`src/rtl/pcm_port_pkg.sv`:
```
package pcm_port_pkg;
  localparam int WORD_W = 8;
  localparam int CNT_W  = $clog2(WORD_W + 1);

  // negative-zero code for the selected companding law
  function automatic logic [WORD_W-1:0] quiet_code(input logic law_a);
    return law_a ? 8'h55 : 8'h7F;
  endfunction
endpackage

```
`src/rtl/pcm_in_sync.sv`:
```
module pcm_in_sync #(
  parameter int STAGES = 2,
  parameter int W      = 1
) (
  input  logic         clk,
  input  logic         rst_n,
  input  logic [W-1:0] d,
  output logic [W-1:0] q
);
  logic [W-1:0] pipe [STAGES];

  for (genvar s = 0; s < STAGES; s++) begin : g_stage
    if (s == 0) begin : g_first
      always_ff @(posedge clk or negedge rst_n)
        if (!rst_n) pipe[s] <= '0;
        else        pipe[s] <= d;
    end else begin : g_next
      always_ff @(posedge clk or negedge rst_n)
        if (!rst_n) pipe[s] <= '0;
        else        pipe[s] <= pipe[s-1];
    end
  end

  assign q = pipe[STAGES-1];
endmodule

```
`src/rtl/pcm_tx_path.sv`:
```
module pcm_tx_path
  import pcm_port_pkg::*;
(
  input  logic              clk,
  input  logic              rst_n,
  input  logic [WORD_W-1:0] tx_data,
  input  logic              tx_valid,
  output logic              tx_ready,
  input  logic              slot_start,
  input  logic              slot_on,
  input  logic              bit_rise,
  input  logic              bit_fall,
  input  logic              mute,
  input  logic              law_a,
  output logic              dout,
  output logic              dout_oe
);
  logic              hold_full;
  logic [WORD_W-1:0] hold_q;
  logic [WORD_W-1:0] shreg;
  logic              advance;
  logic              oe_q;

  assign tx_ready = !hold_full;

  always_ff @(posedge clk or negedge rst_n) begin
    if (!rst_n) begin
      hold_full <= 1'b0;
      hold_q    <= '0;
      shreg     <= '0;
      advance   <= 1'b0;
      oe_q      <= 1'b0;
    end else begin
      if (tx_valid && !hold_full) begin
        hold_q    <= tx_data;
        hold_full <= 1'b1;
      end
      if (slot_start) begin
        if (mute || !hold_full) shreg <= quiet_code(law_a);
        else                    shreg <= hold_q;
        if (hold_full) hold_full <= 1'b0;
        advance <= 1'b0;
      end else if (slot_on) begin
        if (bit_fall) advance <= 1'b1;
        else if (bit_rise && advance) begin
          shreg   <= {shreg[WORD_W-2:0], 1'b0};
          advance <= 1'b0;
        end
      end
      oe_q <= slot_on;
    end
  end

  assign dout_oe = oe_q;
  assign dout    = oe_q & shreg[WORD_W-1];
endmodule

```
`src/rtl/pcm_rx_path.sv`:
```
module pcm_rx_path
  import pcm_port_pkg::*;
(
  input  logic              clk,
  input  logic              rst_n,
  input  logic              slot_on,
  input  logic              bit_fall,
  input  logic              din,
  input  logic              mute,
  input  logic              law_a,
  output logic [WORD_W-1:0] rx_data,
  output logic              rx_valid
);
  localparam logic [CNT_W-1:0] FULL = CNT_W'(WORD_W);
  localparam logic [CNT_W-1:0] LAST = CNT_W'(WORD_W - 1);

  logic [CNT_W-1:0]  cnt;
  logic [WORD_W-1:0] shreg;
  logic [WORD_W-1:0] next_byte;

  assign next_byte = {shreg[WORD_W-2:0], din};

  always_ff @(posedge clk or negedge rst_n) begin
    if (!rst_n) begin
      cnt      <= '0;
      shreg    <= '0;
      rx_data  <= '0;
      rx_valid <= 1'b0;
    end else begin
      rx_valid <= 1'b0;
      if (!slot_on) begin
        cnt <= '0;
      end else if (bit_fall && cnt < FULL) begin
        shreg <= next_byte;
        cnt   <= cnt + 1'b1;
        if (cnt == LAST) begin
          rx_valid <= 1'b1;
          rx_data  <= mute ? quiet_code(law_a) : next_byte;
        end
      end
    end
  end
endmodule

```
`src/rtl/pcm_strobe_port.sv`:
```
module pcm_strobe_port
  import pcm_port_pkg::*;
#(
  parameter int SYNC_STAGES = 2
) (
  input  logic              clk,
  input  logic              rst_n,
  input  logic              bclk,
  input  logic              stb,
  input  logic              din,
  output logic              dout,
  output logic              dout_oe,
  input  logic [WORD_W-1:0] tx_data,
  input  logic              tx_valid,
  output logic              tx_ready,
  output logic [WORD_W-1:0] rx_data,
  output logic              rx_valid,
  input  logic              tx_mute,
  input  logic              rx_mute,
  input  logic              law_a
);
  logic [2:0] line_s;
  logic [1:0] prev_q;
  logic       bclk_s, stb_s, din_s;
  logic       bit_rise, bit_fall, slot_start;

  pcm_in_sync #(.STAGES(SYNC_STAGES), .W(3)) u_sync (
    .clk(clk), .rst_n(rst_n), .d({din, stb, bclk}), .q(line_s)
  );

  assign bclk_s = line_s[0];
  assign stb_s  = line_s[1];
  assign din_s  = line_s[2];

  always_ff @(posedge clk or negedge rst_n)
    if (!rst_n) prev_q <= '0;
    else        prev_q <= {stb_s, bclk_s};

  assign bit_rise   = bclk_s & ~prev_q[0];
  assign bit_fall   = ~bclk_s & prev_q[0];
  assign slot_start = stb_s & ~prev_q[1];

  pcm_tx_path u_tx (
    .clk(clk), .rst_n(rst_n), .tx_data(tx_data), .tx_valid(tx_valid),
    .tx_ready(tx_ready), .slot_start(slot_start), .slot_on(stb_s),
    .bit_rise(bit_rise), .bit_fall(bit_fall), .mute(tx_mute),
    .law_a(law_a), .dout(dout), .dout_oe(dout_oe)
  );

  pcm_rx_path u_rx (
    .clk(clk), .rst_n(rst_n), .slot_on(stb_s), .bit_fall(bit_fall),
    .din(din_s), .mute(rx_mute), .law_a(law_a),
    .rx_data(rx_data), .rx_valid(rx_valid)
  );
endmodule

```
`config.mk`:
```
export PLATFORM = sky130hd
export DESIGN_NAME = pcm_strobe_port
export DESIGN_NICKNAME = d
export VERILOG_FILES = /design/src/rtl/pcm_port_pkg.sv /design/src/rtl/pcm_in_sync.sv /design/src/rtl/pcm_tx_path.sv /design/src/rtl/pcm_rx_path.sv /design/src/rtl/pcm_strobe_port.sv
export SDC_FILE = /design/constraint.sdc
export NUM_CORES = 1
export LEC_CHECK = 0
export BUFFER_PORTS_ARGS = -buffer_cell sky130_fd_sc_hd__buf_4
export CAP_MARGIN = 15
export CORE_MARGIN = 4
export CORE_UTILIZATION = 25
export DETAILED_ROUTE_END_ITERATION = 12
export GPL_TIMING_DRIVEN = 0
export SETUP_SLACK_MARGIN = 0.1
export SLEW_MARGIN = 20
export SYNTH_ARGS = -nofsm -noshare
export SYNTH_HDL_FRONTEND = slang
export SYNTH_SLANG_ARGS = --single-unit
```
`constraint.sdc`:
```
create_clock -name clk -period 1.5 [get_ports clk]
set_input_delay 0.15 -clock clk [delete_from_list [all_inputs] [get_ports clk]]
set_output_delay 0.15 -clock clk [all_outputs]
set_load 0.02 [all_outputs]
```
==> flow_metrics.py <==
metrics = {
    "synthesis": {
        "syn_inst": 146,
        "ys_types": 34,
        "synth-seq-area-share_pct": 59.97,
        "syn_nets": 164,
        "syn_avg_cell_area_sq_um": 13.15,
        "async_flop_share_pct": 100.0,
        "synth_area_sq_um": 1919,
        "ys_ff_latch": 46,
        "ys_warn_count": 0,
        "synth_edf_count": 0,
        "ys.flop_type": "dfrtp_1",
    },
    "final_layout": {
        "fillers": 744,
        "stdcell_area_sq_um": 2574,
        "antenna_cells": 0,
        "drive_gt1_share_pct": 41.50,
        "fin_nets": 217,
        "syn_to_final_growth_pct": 34.09,
        "fin_cells": 299,
    },
    "placed_design": {
        "numPlacedInstances": 273,
        "place_area_sq_um": 2256,
        "place_hpwl_um": 2388,
        "dp_worst_setup_slack_ps": -19.44,
        "place.gp.congestion": 0.7936,
        "io_buffers": 28,
    },
    "sta": {
        "finalCritPeriodShare_pct": 99.11,
        "rsz0062_at_grt": "yes",
        "period_needed_ps": 1487,
        "slew_headroom_pct": 62.47,
        "clock_skew_ps": 7.830,
        "setup_viol": 0,
        "fmax_mhz": 672.6,
        "worst_slew_pin_slew_ps": 563.0,
        "setup_ws_ps": 13.29,
        "hold_violations": 0,
        "drv_slew": 0,
        "whs_ps": 88.97,
    },
    "die": {
        "die_area_sq_um": 9143,
        "core_area_sq_um": 7370,
        "start_util_pct": 26.04,
        "io_pins": 29,
        "die_w_um": 95.62,
        "dieHeight_um": 95.62,
        "core.rowCount": 31,
    },
    "global_routing": {
        "grt.overflow.total": 0,
        "first_global_vias": 1334,
        "grt_pass1_wl_um": 6279,
        "grt_max_degree": 47,
        "globalRouteTotalUtil_pct": 8.687,
        "antenna_found_initial": 0,
    },
    "setup_path": {
        "path_max_fanout": 5,
        "cp.required_ps": 1670,
        "cp_slowest_cell": "dfrtp_1",
        "arrival_ps": 1660,
        "cp_cell_sequence": "ha_2 > and4bb_1 > and3_4 > buf_8 > mux2_4",
        "cp-end-kind": "flop",
        "worst-setup-path-type": "flop to flop",
        "cpPeakStageDelay_ps": 370,
        "start_kind": "flop",
    },
    "routing": {
        "drt-initial-drc-count": 51,
        "antenna_left": 0,
        "vias": 1262,
        "routedWlPerCell_um": 12.09,
        "drc": 0,
        "wl_um": 3614,
        "viasPerCell": 4.221,
        "firstDrtPassIters": 3,
    },
    "cts": {
        "cts_buffer_depth": 2,
        "numCtsBuffers": 5,
        "path_clk_slew_ps": 80,
        "clkSinkCount": 46,
        "htreeDepth": 2,
        "clock_latency_ps": 280,
        "cts-root-buf": "clkbuf_8",
        "tritoncts": "yes",
    },
    "power_and_ir_drop": {
        "p_total_mw": 3.046,
        "power.density_nw_per_um2": 1184,
        "vdd_drop_max_mv": 0.4623,
        "leakage_nw": 1.213,
    },
    "min_path": {
        "hold_class": "input port to flop",
    },
    "run_status": {
        "status": "completed",
    },
    "flow_run": {
        "drv_cap": 0,
    },
}
-- state kept, by name, indices dropped and copies added (netlist names) --
| name | count |
|---|---|
| u_rx.rx_data | 8 |
| u_tx.hold_q | 8 |
| u_tx.shreg | 8 |
| u_rx.shreg | 7 |
| u_rx.cnt | 4 |
| u_sync.pipe | 3 |
| u_sync.q | 3 |
| prev_q | 2 |
| u_rx.rx_valid | 1 |
| u_tx.advance | 1 |
| u_tx.hold_full | 1 |
-- worst max-delay path: cells and delay by family (launching register included) --
| kind | cells | cell delay [ps] |
|---|---|---|
| simple gates | 2 | 430 |
| flops | 1 | 370 |
| mux | 1 | 290 |
| buf+inv | 1 | 130 |
| fa+ha+maj | 1 | 170 |
-- where the power goes --
| part | internal, mW | total, mW | switching (mW) |
|---|---|---|---|
| registers | 1.47 | 1.62 | 0.151 |
| clock network | 0.499 | 0.875 | 0.377 |
| logic | 0.347 | 0.549 | 0.202 |
-- cells in the final DEF (no fill, tap or decap), types with 2 or more instances in the layout --
cell type,Yosys,layout
nor3b_1,3,3
mux2_2,15,9
a211o_1,3,3
clkbuf_8,0,5
nor2b_1,2,2
dfrtp_2,0,3
a21oi_1,5,5
inv_1,6,6
a2bb2oi_1,3,3
nand2b_1,2,2
nand2_1,2,2
buf_8,0,2
buf_4,2,42
nand3_1,7,7
clkbuf_1,1,3
nor2_1,13,13
nand4_1,4,4
dlygate4sd3_1,0,4
mux2_4,4,10
a22o_1,2,2
dfrtp_1,46,43
mux2i_1,7,7
xnor2_1,2,2
-- per-stage QoR --
stage | util, % | setup TNS, ps
2_1_floorplan | - | 0
3_3_place_gp | 30.61 | -110.5
3_5_place_dp | 30.61 | -87.09
4_1_cts | 33.77 | 0
5_1_grt | 34.92 | -210.5
6_report | 34.92 | 0
-- worst paths after layout --
check / start / endpoint / slack, ps / cells after the start
min: tx_data[5] / u_tx.hold_q[5]$_DFFE_PN0P_ / 90 / 2
max: u_rx.cnt[1]$_DFFE_PN0P_ / u_rx.rx_data[1]$_DFFE_PN0P_ / 10 / 5
max in group asynchronous: rst_n / prev_q[0]$_DFF_PN0_ / 680 / 2
min in group asynchronous: rst_n / u_rx.rx_data[2]$_DFFE_PN0P_ / 400 / 2
max reg2reg: u_rx.cnt[1]$_DFFE_PN0P_ / u_rx.rx_data[1]$_DFFE_PN0P_ / 10 / 5
min reg2reg: u_sync.pipe[3]$_DFF_PN0_ / u_sync.q[0]$_DFF_PN0_ / 350 / 0
-- metal layers --
metal  part of all wire [%]  global-route usage, %
met1                     49                  11.50
met2                     46                  13.49
met3                    3.8                  1.973
met4                    1.4                  3.910
met5                      0                      0
-- synth_stat cells, types with 2 or more instances --
library cell  count  area [sq um]
nand2b_1          2         12.51
mux2_2           15         168.9
mux2i_1           7         70.07
a22o_1            2         17.52
nor2_1           13         48.80
xnor2_1           2         17.52
a21oi_1           5         25.02
a211o_1           3         26.28
dfrtp_1          46          1151
and2_1            2         12.51
nor3b_1           3         22.52
nand4_1           4         25.02
mux2_4            4         60.06
buf_4             2         15.01
nand2_1           2         7.510
nand3_1           7         35.03
a2bb2oi_1         3         26.28
inv_1             6         22.52
nor2b_1           2         12.51
buf_2             2         10.01
-- cell families after synthesis --
| family | share of synthesized area, % |
|---|---|
| DFF | 59.97 |
| AOI/OAI and AO/OA | 5.998 |
| xor gates and xnor gates | 0.9128 |
| buffers and inverters | 3.259 |
| muxes | 16.17 |
| adders and majority gates | 0.6518 |
| and+or+nand+nor | 13.04 |
-- area by class of cell --
| class | instances | area [sq um] | share of cell area [%] |
|---|---|---|---|
| clock inverter | 1 | 30.03 | 1.167 |
| timing repair buffer | 46 | 359.1 | 13.95 |
| sequential | 46 | 1155 | 44.87 |
| multi-input combinational | 88 | 753.2 | 29.27 |
| clock buffer | 7 | 76.32 | 2.965 |
| buffer | 6 | 53.80 | 2.090 |
| inverter | 6 | 22.52 | 0.8751 |
| tap | 99 | 123.9 | 4.813 |
-- repair_timing --
action | in CTS | in global routing
cloned | 0 | 1
gates resized for setup | 3 | 16
setup endpoints to repair | 13 | 20
pin swaps | 2 | 1
buffers inserted | 10 | 3
hold endpoints to repair | 49 | 0
hold buffers | 4 | 0
No activity file was read; power rests on OpenSTA's default activity.
